--- src/rtl/usage_repl.sv ---
module usage_repl #(
  parameter int NUM_SETS = 4,
  parameter int NUM_WAYS = 4,
  parameter int USTATES  = 4,
  localparam int SET_W = $clog2(NUM_SETS),
  localparam int WAY_W = $clog2(NUM_WAYS),
  localparam int CNT_W = (USTATES > 2) ? 2 : 1
) (
  input  logic                      clk,
  input  logic                      rst_n,
  input  logic [SET_W-1:0]          set_idx,
  input  logic                      hit_valid,
  input  logic [WAY_W-1:0]          hit_way,
  input  logic                      fill_valid,
  input  logic                      inv_valid,
  input  logic [NUM_WAYS-1:0]       inv_mask,
  output logic [WAY_W-1:0]          victim_way,
  output logic [NUM_WAYS*CNT_W-1:0] set_counts
);
  localparam logic [CNT_W-1:0] TOP = CNT_W'(USTATES - 1);

  logic [NUM_WAYS-1:0][CNT_W-1:0] cnt [NUM_SETS];
  logic [NUM_WAYS-1:0][CNT_W-1:0] row, nxt;
  logic [CNT_W-1:0]               best;

  assign row        = cnt[set_idx];
  assign set_counts = row;

  always_comb begin
    victim_way = '0;
    best       = TOP;
    for (int w = 0; w < NUM_WAYS; w++)
      if (row[w] < best) begin
        best       = row[w];
        victim_way = WAY_W'(w);
      end
  end

  always_comb begin
    nxt = row;
    if (hit_valid) begin
      for (int w = 0; w < NUM_WAYS; w++)
        if (row[w] > row[hit_way]) nxt[w] = row[w] - 1'b1;
      nxt[hit_way] = TOP;
    end else if (fill_valid) begin
      for (int w = 0; w < NUM_WAYS; w++)
        if (row[w] != '0) nxt[w] = row[w] - 1'b1;
      nxt[victim_way] = TOP;
    end
    if (inv_valid)
      for (int w = 0; w < NUM_WAYS; w++)
        if (inv_mask[w]) nxt[w] = '0;
  end

  always_ff @(posedge clk) begin
    if (!rst_n) begin
      for (int s = 0; s < NUM_SETS; s++) cnt[s] <= '0;
    end else if (hit_valid || fill_valid || inv_valid) begin
      cnt[set_idx] <= nxt;
    end
  end
endmodule


--- config.mk ---
export PLATFORM = sky130hd
export DESIGN_NAME = usage_repl
export DESIGN_NICKNAME = d
export VERILOG_FILES = /design/src/rtl/usage_repl.sv
export SDC_FILE = /design/constraint.sdc
export NUM_CORES = 1
export LEC_CHECK = 0
export CAP_MARGIN = 20
export CORE_UTILIZATION = 62
export DETAILED_ROUTE_END_ITERATION = 10
export GPL_TIMING_DRIVEN = 0
export MAX_ROUTING_LAYER = met4
export PLACE_DENSITY = 0.82
export SYNTH_ARGS = -nofsm -noshare
export SYNTH_HDL_FRONTEND = slang
export SYNTH_SLANG_ARGS = --single-unit
--- constraint.sdc ---
create_clock -name clk -period 9.3 [get_ports clk]
set_input_delay 0.93 -clock clk [delete_from_list [all_inputs] [get_ports clk]]
set_output_delay 0.93 -clock clk [all_outputs]
set_load 0.01 [all_outputs]
* Word level (Yosys, flattened, before mapping)
Memory sizes are Yosys's and may differ from the RTL's.
Index checks and enable logic that the tools add are counted.
** Storage, ports and cells
- Memories kept :: 1
- Output and inout port bits :: 10
- Input port bits :: 13
- Register bits after elaboration :: 0
- Memory bits (writable) :: 32
- Logic and storage cells :: 74
- ROM bits :: 0
- Latch bits :: 0
** Memory list
- cnt :: words 4, width 8, rd ports 1, clocked after Yosys merged registers in 0, wr ports 4, line 22 : logic [NUM_WAYS-1:0][CNT_W-1:0] cnt [NUM_SETS];
** Operators by class
- Eq/ne operators :: 0
- Muxes and demuxes :: 46
- Multiply operators :: 0
- Magnitude comparators :: 12
- Reductions and logical operators :: 9
- Add/subtract/negate cells :: 4
- Bitwise gates (word level) :: 2
- Shifts and indexed selects :: 0
- Div/mod/pow operators :: 0
** Operators by type and width (count)
- $mux 2 :: 33
- $mux 8 :: 4
- $or 8x8->8 :: 2
- $demux 2 s2 :: 2
- $gt 2x2->1 :: 4
- $reduce_bool 2->1 :: 4
- $reduce_or 8->1 :: 1
- $sub 2x1->2 const B :: 4
- $lt 2x2->1 :: 3
- $lt 2x3->1 const B :: 2
- $mux 1 :: 6
- $bmux 2 s2 :: 1
- $ge 2x1->1 const B :: 2
- $logic_and 1x1->1 :: 2
- $logic_or 1x1->1 :: 2
- $lt 2x2->1 const B :: 1

* Longest topological paths before layout
An unclocked memory read counts as a cell.
- Word-level depth :: 19
- Depth in mapped cells :: 13
- Mapped depth without buffers :: 12

* Worst setup path after synthesis
No wires, ideal clock.
- Kind :: input port to output port
- From :: in set_idx[0]
- To :: out victim_way[1]
- Setup slack :: 4.886 ns
- Buffers on the path :: 1
- Stages on the path :: 11
- Data arrival time :: 3.484 ns
- Required time :: 8.370 ns
- Cells stage by stage :: buf_6 mux4_2 ha_1 or2_2 ha_1 ha_1 inv_1 ha_1 o21ai_0 nor2_1 inv_1
** On the way
- Word-level cells in the longest chain between the ends :: 9
- Elaborated cells between the ends (all ways) :: 10
- Those cells by class :: order compare (4); mux (5); memory (1)
** Ends and longest elaborated chain
- from (decl) :: line 11 : input logic [SET_W-1:0] set_idx,
- $mem_v2 4x8 *
- named net set_counts[0] :: line 18 : output logic [NUM_WAYS*CNT_W-1:0] set_counts
- $lt 2x2->1 :: line 33 : if (row[w] < best) begin
- $mux 2 * :: line 33
- $lt 2x2->1 :: line 33
- $mux 2 * :: line 33
- $lt 2x2->1 :: line 33
- $mux 2 :: line 33
- $lt 2x2->1 :: line 33
- $mux 2 * :: line 33
- to (decl) :: line 17 : output logic [WAY_W-1:0] victim_way,
Mark *: on every way through the listed nets, which the timed path passes. The rest lies on a longest branch.

* Worst setup path after layout
- From :: in set_idx[1]
- To :: out victim_way[1]
** On the way
- Word-level cells in the longest chain between the ends :: 9
- Elaborated cells between the ends (all ways) :: 10
- Those cells by class :: order compare (4); mux (5); memory (1)
** Ends and longest elaborated chain (line)
- $mem_v2 4x8 *
- $lt 2x2->1 :: 33
- $mux 2 :: 33
- $lt 2x2->1 :: 33
- $mux 2 :: 33
- $lt 2x2->1 :: 33
- $mux 2 :: 33
- $lt 2x2->1 :: 33
- $mux 2 * :: 33
Mark *: on every way between the ends. The rest lies on a longest branch, timed or not.

==> run metrics <==
Setup TNS 0 ns; Synth async-reset ratio 0; # IOs 23; Post-CTS Setup Inserts 0; 1st-iter DRT viols 112; layout cells sized above 1 0.157; fin. max-slew vios 0; Total Nets Final 293; WS Path Type in -> out; post-synth top area share 0.386; Synth area leaders edfxtp_1 39%, ha_1 10%, nor2_1 4.7%; HP Class reg -> reg; YS warnings 0; count of flip-flops with a built-in enable after synthesis 32; first-pass GRT wire length between 9000 and 10,000 um; grt ovf 0; register name with the most flops cnt; startpoint types input port; cts bufs inserted 5; Pleak around 1.1 nW; worst path arrival time between 4 and 5 ns; via/cell ratio 6.34; vias in the first global route roughly 2,000; Max Fclk about 190 MHz; most frequent cells in the layout 32 x edfxtp_1, 31 x nor2_1, 20 x inv_1, 20 x ha_1, 20 x clkdlybuf4s50_1; CTS-repair resized insts 0; area leader, netlist edfxtp_1; syn_nets about 270; routability cong. approximately 0.86; synthesized area between 2000 and 2500 um^2; Core Box Area between 3000 and 4000 um^2; final instance area between 2000 and 3000 um^2; Skew-Pair Late Insertion Delay approximately 0.28 ns; biggest regs cnt (32); H-tree depth 2; total die area 4280 um^2; max-capacitance violation count 0; largest net degree at the start of global routing 11; Worst Tran Pin Value about 0.76 ns; Peak VDD IR roughly 230 uV; detailed placement HPWL around 4500 um; DP Cell Count around 300; Root Buffer clkbuf_8; Final Hold Vio Count 0; Worst Path Required roughly 8.4 ns; status completed; Critical Path Sink Type output port; fin cells 309; Layout area overhead 14.1%; hold buffers post-CTS 0; width of the die 65.4 um; CTS sink count 32; Setup violations, final 0; CTS tree done; Relative slew margins 0.487; ys flop type edfxtp_1; post-synthesis sequential area ratio 0.386; Tot GR Track Use 0.322; Synth cell types 50; RSZ-0062 raised after global routing no; initial core utilization 0.661; initial antenna violation count 0; Setup WS post-layout between 4 and 5 ns; Yosys reg bits 32; Placed Area about 2800 um^2; synthesized netlist cell count approximately 230; IO Port Bufs 20; DIE HEIGHT 65.4 um; PD cells about 160 nW/um^2; Initial DRT Pass Iterations 5; ratio of final minimum period to clock period 0.561; Avg Cell Area, Syn around 11 um^2; Power Total ~0.00044 W; # DRC 0; Post-DRT Antenna Nets 0; total wire length approximately 5900 um; clk buf depth 2; pre-CTS setup slack 4.11 ns; Clock Skews about 0.0078 ns; row count 22; commonest non-fill, non-tap cell in the layout edfxtp_1; CP max FO 8; max FFs per register 32; fin crit period around 5.2 ns; routed len/inst 19.0 um; via count ~2,000; # diodes 0; clock-pin slew on the worst setup and hold paths roughly 0.06 ns
[synthesized netlist by cell type (6+ instances only)]
cell	instances
mux2_2	8
nor3_1	6
nor2b_1	8
edfxtp_1	32
inv_1	20
ha_1	20
clkbuf_1	7
a21oi_1	7
nor2_1	31
o21ai_0	6
nand2b_1	9
nand2_1	11
[path summary, 6_finish.rpt]
| path | startpoint | cells after the start | to | slack (ns) |
|---|---|---|---|---|
| hold reg to reg | cnt[3][1] | 5 | cnt[3][1] | 1.21 |
| setup / recovery | set_idx[1] | 12 | victim_way[1] | 4.09 |
| hold / removal | cnt[3][1] | 5 | cnt[3][1] | 1.21 |
| setup reg to reg | cnt[3][0] | 11 | cnt[2][3] | 5.34 |
[where the power goes]
part | switching, W | total, W | internal (W)
clock | 0.0000476 | 0.0000993 | 0.0000517
combinational | 0.0000952 | 0.000170 | 0.0000750
sequential | 0.00000396 | 0.000175 | 0.000171
total | 0.000147 | 0.000445 | 0.000298
[worst max-delay path, cell delays in order]
cell and delay [ns]:
clkbuf_1 0.31, mux4_2 0.48, ha_1 0.31, or2_2 0.33, ha_1 0.21, ha_1 0.18
inv_1 0.05, ha_1 0.24, o21ai_0 0.52, nor2_1 0.11, inv_1 0.08, clkdlybuf4s50_1 0.53
[cell type report]
cell class / count / area (um^2)
buffer: 9 / 42.5
clock buffer: 6 / 72.6
clock inverter: 2 / 11.3
fill: 272 / 927
inverter: 20 / 75.1
multi-input combinational: 171 / 1410
sequential: 32 / 961
tap: 48 / 60.1
timing repair buffer: 21 / 208
[metal layers]
layer / global-route usage / routed length, um / up-vias
li1: - / - / 926
met5: - / 0 / -
met1: 0.402 / 2700 / 962
met3: 0.0469 / 199 / 15
met4: 0.120 / 124 / 0
met2: 0.532 / 2840 / 57
[per-stage QoR]
step                hold slack, ns   util
global placement              1.16  0.730
detailed placement            1.18  0.732
global route                  1.26  0.754
CTS                           1.19  0.754
finish                        1.21  0.754
floorplan                    0.994      -
[logic make-up (layout without fill, tap and decap cells)]
logic type,Yosys count,after routing,synth area share
AOI/OAI and AO/OA,53,53,0.173
adders and majority gates,20,20,0.100
buffers and inverters,29,58,0.0472
DFF,32,32,0.386
muxes,18,18,0.121
and+or+nand+nor,80,80,0.173
Note: power is estimated with default switching activity, not from simulation.
